$ cat src/rtl/sumcmp_pkg.sv
package sumcmp_pkg;

  // Number of clock edges from operand capture to a visible result.
  localparam int unsigned LATENCY = 3;

  typedef enum logic [1:0] {
    PRED_NONE = 2'd0,
    PRED_HI   = 2'd1,
    PRED_LO   = 2'd2
  } pred_e;

  // msb = {a, b, c, d, e, f} top bits.
  function automatic pred_e classify(input logic [5:0] msb);
    if (msb == 6'b111_000)      return PRED_HI;
    else if (msb == 6'b000_111) return PRED_LO;
    else                        return PRED_NONE;
  endfunction

endpackage

$ cat src/rtl/scp_predictor.sv
module scp_predictor
  import sumcmp_pkg::*;
#(
  parameter int unsigned W = 8
) (
  input  logic [W-1:0] a,
  input  logic [W-1:0] b,
  input  logic [W-1:0] c,
  input  logic [W-1:0] d,
  input  logic [W-1:0] e,
  input  logic [W-1:0] f,
  output pred_e        pred
);

  localparam int unsigned TOP = W - 1;

  logic [5:0] msb;

  always_comb begin
    msb  = {a[TOP], b[TOP], c[TOP], d[TOP], e[TOP], f[TOP]};
    pred = classify(msb);
  end

endmodule

$ cat src/rtl/scp_operand_bank.sv
module scp_operand_bank #(
  parameter int unsigned W     = 8,
  parameter int unsigned N_OPS = 6
) (
  input  logic                      clk,
  input  logic                      rst_n,
  input  logic                      load_en,
  input  logic [N_OPS-1:0][W-1:0]   d,
  output logic [N_OPS-1:0][W-1:0]   q
);

  for (genvar i = 0; i < N_OPS; i++) begin : g_slot
    logic [W-1:0] slot_d;
    logic [W-1:0] slot_q;

    always_comb begin
      slot_d = load_en ? d[i] : slot_q;
    end

    always_ff @(posedge clk or negedge rst_n) begin
      if (!rst_n) slot_q <= '0;
      else        slot_q <= slot_d;
    end

    assign q[i] = slot_q;
  end

endmodule

$ cat src/rtl/scp_sum3.sv
module scp_sum3 #(
  parameter int unsigned W = 8
) (
  input  logic           clk,
  input  logic           rst_n,
  input  logic [W-1:0]   a,
  input  logic [W-1:0]   b,
  input  logic [W-1:0]   c,
  output logic [W+1:0]   sum
);

  localparam int unsigned SW = W + 2;

  logic [SW-1:0] ax, bx, cx;

  always_comb begin
    ax  = {2'b00, a};
    bx  = {2'b00, b};
    cx  = {2'b00, c};
    sum = ax + bx + cx;
  end

  // a wrapped sum would fall below one of its addends
  a_r3_no_overflow: assert property (@(posedge clk) disable iff (!rst_n)
    (sum >= ax) && (sum >= bx) && (sum >= cx) && ((sum - ax) >= bx));

endmodule

$ cat src/rtl/sum_cmp_precomp.sv
module sum_cmp_precomp
  import sumcmp_pkg::*;
#(
  parameter int unsigned W = 8
) (
  input  logic         clk,
  input  logic         rst_n,
  input  logic         in_valid,
  input  logic [W-1:0] op_a,
  input  logic [W-1:0] op_b,
  input  logic [W-1:0] op_c,
  input  logic [W-1:0] op_d,
  input  logic [W-1:0] op_e,
  input  logic [W-1:0] op_f,
  output logic         out_valid,
  output logic         out_ge,
  output logic         out_predicted
);

  localparam int unsigned N_OPS = 6;
  localparam int unsigned SW    = W + 2;

  // ---------------- stage 0: predictor on arriving top bits
  pred_e pred_in;

  scp_predictor #(.W(W)) u_pred (
    .a(op_a), .b(op_b), .c(op_c),
    .d(op_d), .e(op_e), .f(op_f),
    .pred(pred_in)
  );

  logic                    opnd_le;
  logic [N_OPS-1:0][W-1:0] opnd_d;
  logic [N_OPS-1:0][W-1:0] opnd_q;

  always_comb begin
    opnd_le = in_valid && (pred_in == PRED_NONE);
    opnd_d  = {op_a, op_b, op_c, op_d, op_e, op_f};
  end

  // ---------------- stage 1: operand registers (gated) and side pipe
  scp_operand_bank #(.W(W), .N_OPS(N_OPS)) u_bank (
    .clk(clk), .rst_n(rst_n), .load_en(opnd_le),
    .d(opnd_d), .q(opnd_q)
  );

  logic  v1_d, v1_q;
  pred_e p1_d, p1_q;

  always_comb begin
    v1_d = in_valid;
    p1_d = in_valid ? pred_in : PRED_NONE;
  end

  always_ff @(posedge clk or negedge rst_n) begin
    if (!rst_n) begin
      v1_q <= 1'b0;
      p1_q <= PRED_NONE;
    end else begin
      v1_q <= v1_d;
      p1_q <= p1_d;
    end
  end

  // ---------------- adders on frozen-or-fresh operands
  logic [SW-1:0] sum_l, sum_r;

  scp_sum3 #(.W(W)) u_sum_l (
    .clk(clk), .rst_n(rst_n),
    .a(opnd_q[5]), .b(opnd_q[4]), .c(opnd_q[3]),
    .sum(sum_l)
  );

  scp_sum3 #(.W(W)) u_sum_r (
    .clk(clk), .rst_n(rst_n),
    .a(opnd_q[2]), .b(opnd_q[1]), .c(opnd_q[0]),
    .sum(sum_r)
  );

  // ---------------- stage 2: sum registers (gated) and side pipe
  logic          sum_le;
  logic [SW-1:0] sl_d, sr_d, sl_q, sr_q;
  logic          v2_d, v2_q;
  pred_e         p2_d, p2_q;

  always_comb begin
    sum_le = v1_q && (p1_q == PRED_NONE);
    sl_d   = sum_le ? sum_l : sl_q;
    sr_d   = sum_le ? sum_r : sr_q;
    v2_d   = v1_q;
    p2_d   = v1_q ? p1_q : PRED_NONE;
  end

  always_ff @(posedge clk or negedge rst_n) begin
    if (!rst_n) begin
      sl_q <= '0;
      sr_q <= '0;
      v2_q <= 1'b0;
      p2_q <= PRED_NONE;
    end else begin
      sl_q <= sl_d;
      sr_q <= sr_d;
      v2_q <= v2_d;
      p2_q <= p2_d;
    end
  end

  // ---------------- stage 3: compare, override, output register
  logic cmp_ge;
  logic ge_d, pr_d, ov_d;
  logic ge_q, pr_q, ov_q;

  always_comb begin
    cmp_ge = (sl_q >= sr_q);
    ov_d   = v2_q;
    ge_d   = ge_q;
    pr_d   = pr_q;
    if (v2_q) begin
      unique case (p2_q)
        PRED_HI: begin ge_d = 1'b1;   pr_d = 1'b1; end
        PRED_LO: begin ge_d = 1'b0;   pr_d = 1'b1; end
        default: begin ge_d = cmp_ge; pr_d = 1'b0; end
      endcase
    end
  end

  always_ff @(posedge clk or negedge rst_n) begin
    if (!rst_n) begin
      ov_q <= 1'b0;
      ge_q <= 1'b0;
      pr_q <= 1'b0;
    end else begin
      ov_q <= ov_d;
      ge_q <= ge_d;
      pr_q <= pr_d;
    end
  end

  assign out_valid     = ov_q;
  assign out_ge        = ge_q;
  assign out_predicted = pr_q;

  // ---------------- assertions
  logic [1:0] rst_age;
  always_ff @(posedge clk or negedge rst_n) begin
    if (!rst_n)               rst_age <= 2'd0;
    else if (rst_age != 2'd3) rst_age <= rst_age + 2'd1;
  end

  // fixed three-edge latency of the valid flag
  a_r2_latency: assert property (@(posedge clk) disable iff (!rst_n)
    (rst_age == 2'd3) |-> (out_valid == $past(in_valid, 3)));

  // an early-decided set leaves the operand registers untouched
  a_r7_operands_frozen: assert property (@(posedge clk) disable iff (!rst_n)
    (in_valid && (pred_in != PRED_NONE)) |=> $stable(opnd_q));

  // and the sum registers one stage later
  a_r7_sums_frozen: assert property (@(posedge clk) disable iff (!rst_n)
    (v1_q && (p1_q != PRED_NONE)) |=> ($stable(sl_q) && $stable(sr_q)));

  // idle cycles load nothing
  a_r10_idle_hold: assert property (@(posedge clk) disable iff (!rst_n)
    !in_valid |=> $stable(opnd_q));

  // a high prediction at stage 2 yields a predicted 1
  a_r4_hi_forces_one: assert property (@(posedge clk) disable iff (!rst_n)
    (v2_q && (p2_q == PRED_HI)) |=> (out_ge && out_predicted && out_valid));

  // a low prediction at stage 2 yields a predicted 0
  a_r5_lo_forces_zero: assert property (@(posedge clk) disable iff (!rst_n)
    (v2_q && (p2_q == PRED_LO)) |=> (!out_ge && out_predicted && out_valid));

  // a result not predicted never reports the predicted flag
  a_r6_no_false_flag: assert property (@(posedge clk) disable iff (!rst_n)
    (v2_q && (p2_q == PRED_NONE)) |=> !out_predicted);

endmodule

$ cat config.mk
export PLATFORM = sky130hd
export DESIGN_NAME = sum_cmp_precomp
export DESIGN_NICKNAME = d
export VERILOG_FILES = /design/src/rtl/sumcmp_pkg.sv /design/src/rtl/scp_predictor.sv /design/src/rtl/scp_operand_bank.sv /design/src/rtl/scp_sum3.sv /design/src/rtl/sum_cmp_precomp.sv
export SDC_FILE = /design/constraint.sdc
export NUM_CORES = 1
export LEC_CHECK = 0
export ABC_CLOCK_PERIOD_IN_PS = 3710
export BUFFER_PORTS_ARGS = -buffer_cell sky130_fd_sc_hd__buf_2
export CORE_UTILIZATION = 30
export CTS_CLUSTER_DIAMETER = 60
export DETAILED_ROUTE_END_ITERATION = 12
export PLACE_DENSITY_LB_ADDON = 0.15
export RECOVER_POWER = 100
export SLEW_MARGIN = 25
export SYNTH_ARGS = -nofsm -noshare
export SYNTH_HDL_FRONTEND = slang
export SYNTH_SLANG_ARGS = --single-unit
$ cat constraint.sdc
create_clock -name clk -period 3.71 [get_ports clk]
set_clock_uncertainty 0.15 [all_clocks]
set_input_delay 0.371 -clock clk [delete_from_list [all_inputs] [get_ports clk]]
set_output_delay 0.371 -clock clk [all_outputs]
set_load 0.02 [all_outputs]
==> out/metrics.yaml <==
route:
  drc: 0
  drt_iter0_drc: 84
  drtPass1Iterations: 4
  antenna_left: 0
  post_drt_wl_per_cell_um: 12.71
  wl_um: 7955
  num_vias: 2926
  via_per_inst: 4.674
clock_tree:
  cts_buffers: 9
  cts-root-buf: "clkbuf_16"
  clk_path_buf_depth: 2
  ctsResizeCount: 0
  cts_tree: "done"
  clkSlewWorstSetupHoldPaths_ns: 0.06
  postCtsSetupBuffers: 0
  clock-sinks: 77
  insertion_delay_ns: 0.34
  cts.htree.levels: 3
  ctsHoldBuffers: 0
finish:
  layout-drive-gt1-share_pct: 25.11
  antennaDiodeCount: 0
  design.final.nets: 543
  syn2layout_area_growth_pct: 16.97
  final_common_cell: "dfrtp_1"
  layout_common_cells: "dfrtp_1, buf_2, mux2_2"
floorplanning:
  design.die.area_sq_um: 14860
  rows: 43
  start_util_pct: 30.96
  io_pins: 54
  die_h_um: 121.9
  die_w_um: 121.9
  core_area_sq_um: 13930
logic_synthesis:
  synth_cell_types: 42
  ys_seq_elements: 77
  synth-adder-area-share_pct: 14.91
  syn_avg_cell_area_sq_um: 11.23
  synth-xor-area-share_pct: 4.060
  synthFlopType: "dfrtp_1"
  yosysTopAreaCell: "dfrtp_1"
  synth_compound_area_share_pct: 12.56
  ys_warn_count: 0
  post-synth-top-area-fraction_pct: 44.66
  synth_top_family_by_area: "adder cells"
  synthArstFlopShare_pct: 100.0
  synthMuxAreaShare_pct: 12.24
  synth_edf_count: 0
  synth_area_leaders: "dfrtp_1, ha_1, mux2_2"
  synthesis.area_sq_um: 4314
  yosysSeqAreaShare_pct: 44.66
  syn-num-nets: 484
  yosys.area_share.simple_pct: 8.237
  synthCells: 384
grt:
  grt_pass1_wl_um: 14090
  grt_pass1_vias: 3045
  grt_remaining_overflow: 0
  grt_max_degree: 78
  antenna_found_initial: 0
  grt_use_total_pct: 12.46
setup_path:
  crit_end: "sr_q[8]$_DFFE_PN0P_"
  crit_required_ns: 3.74
  reg2reg_setup_slack_ns: 0.77
  worstPathMaxFanout: 3
  reg2reg_depth: 13
  cp.arrival_ns: 2.96
  end_kind: "register"
  r2r-end: "sr_q[8]$_DFFE_PN0P_"
  startpoint_type: "register"
  worstSetupStartpoint: "u_bank.g_slot[1].slot_q[1]$_DFFE_PN0P_"
  critPathKind: "reg2reg"
  reg2reg_from: "u_bank.g_slot[1].slot_q[1]$_DFFE_PN0P_"
sta:
  fin_crit_sh_pct: 79.15
  slew_violations: 78
  rsz0062_at_grt: "false"
  worst_pin_slew_ns: 1.931
  hold_violations: 0
  post-route-min-period_ns: 2.937
  relSlewSlack_pct: -28.76
  tns_ns: 0
  fmax_ghz: 0.3405
  holdWs_ns: 0.04229
  final-setup-viol-count: 0
  setup_ws_ns: 0.7734
placement:
  gp_congestion: 0.7240
  io_buffers: 53
  dpl_worst_slack_ns: 0.8244
  dpl.hpwl_um: 5944
outcome:
  outcome: "finished, violations left"
  violations: "capacitance limit, slew limit"
pwr:
  p_per_area_nw_per_um2: 611.6
  vdd_drop_max_uv: 299.9
  p_leak_nw: 2.348
job:
  cap_violations: 1
worst_hold_path:
  hold_path.class: "in2reg"
## registers in the layout, summed over array words and instances (netlist names)
signal / cells
v1_q: 1
out_predicted: 1
sl_q: 10
out_ge: 1
p2_q: 2
p1_q: 2
sr_q: 10
ov_d: 1
out_valid: 1
u_bank.g_slot.slot_q: 48
## final cells by class
cell class	instances	area [sq um]
inverters	26	97.59
fillers	1394	8889
clock inverters	5	53.80
clock buffers	9	225.2
multi-input cells	273	2241
flip-flops and latches	77	1927
well taps	180	225.2
repair buffers	56	276.5
## how the worst min path moves through the flow
stage | start | to | cells after the start
after floorplan | rst_n | out_ge$_DFFE_PN0P_ | 0
final | in_valid | v1_q$_DFF_PN0_ | 1
after CTS | in_valid | v1_q$_DFF_PN0_ | 1
after global routing | in_valid | v1_q$_DFF_PN0_ | 1
after detailed placement | v1_q$_DFF_PN0_ | ov_d$_DFF_PN0_ | 0
after global placement | v1_q$_DFF_PN0_ | ov_d$_DFF_PN0_ | 0
## layer usage
metal,vias to the layer above,track usage [%],part of all wire [%]
met5,-,0,0
met4,0,8.102,3.1
met3,13,2.622,3.1
met2,32,19.70,46
met1,1404,15.33,48
li1,1477,-,-
## cells by family after synthesis
logic type | count (synthesis)
AOI/OAI and AO/OA | 80
xor gates and xnor gates | 20
adders and majority gates | 49
buffers and inverters | 34
DFF | 77
muxes | 47
and+or+nand+nor | 77
## worst max-delay path: stages, from the launching register on
cell and delay [ns]:
dfrtp_1 0.37, ha_1 0.29, a21o_1 0.19, a21oi_1 0.25, o21ai_0 0.18, nor2_1 0.14, xnor2_1 0.08, ha_1 0.32
nand3_1 0.08, o22ai_1 0.23, nor3_1 0.08, o21bai_1 0.15, xor2_1 0.16, o21ai_0 0.08
## cells in the mapped netlist (all sizes together), types with 2 or more instances
cell,n
a211oi,9
a21o,12
a21oi,11
and2,4
and3,2
buf,5
clkbuf,3
dfrtp,77
fa,4
ha,45
inv,26
mux2,46
nand2,24
nand2b,2
nand4,4
nand4b,2
nor2,26
nor2b,6
nor3,6
o21a,3
o21ai,24
o22ai,2
o2bb2ai,2
o31a,2
o31ai,6
o41ai,2
xnor2,14
xor2,6
## where the power goes
part           switching, W  internal, W  total [W]  leakage, nW
registers         0.0000923      0.00101    0.00110        0.922
logic              0.000586     0.000558    0.00114         1.28
clock network      0.000332     0.000510   0.000841        0.141
total               0.00101      0.00208    0.00309         2.35
## per-stage QoR
step,util [%],area (sq um),std cells,total power [W]
6_report,36.21,5046,626,0.003086
5_1_grt,36.21,5046,626,0.003364
4_1_cts,36.33,5062,625,0.003155
3_5_place_dp,34.33,4783,611,0.002278
3_3_place_gp,34.31,4781,611,0.002253
2_1_floorplan,-,4314,384,0.002013
No activity file was read; power rests on OpenSTA's default activity.
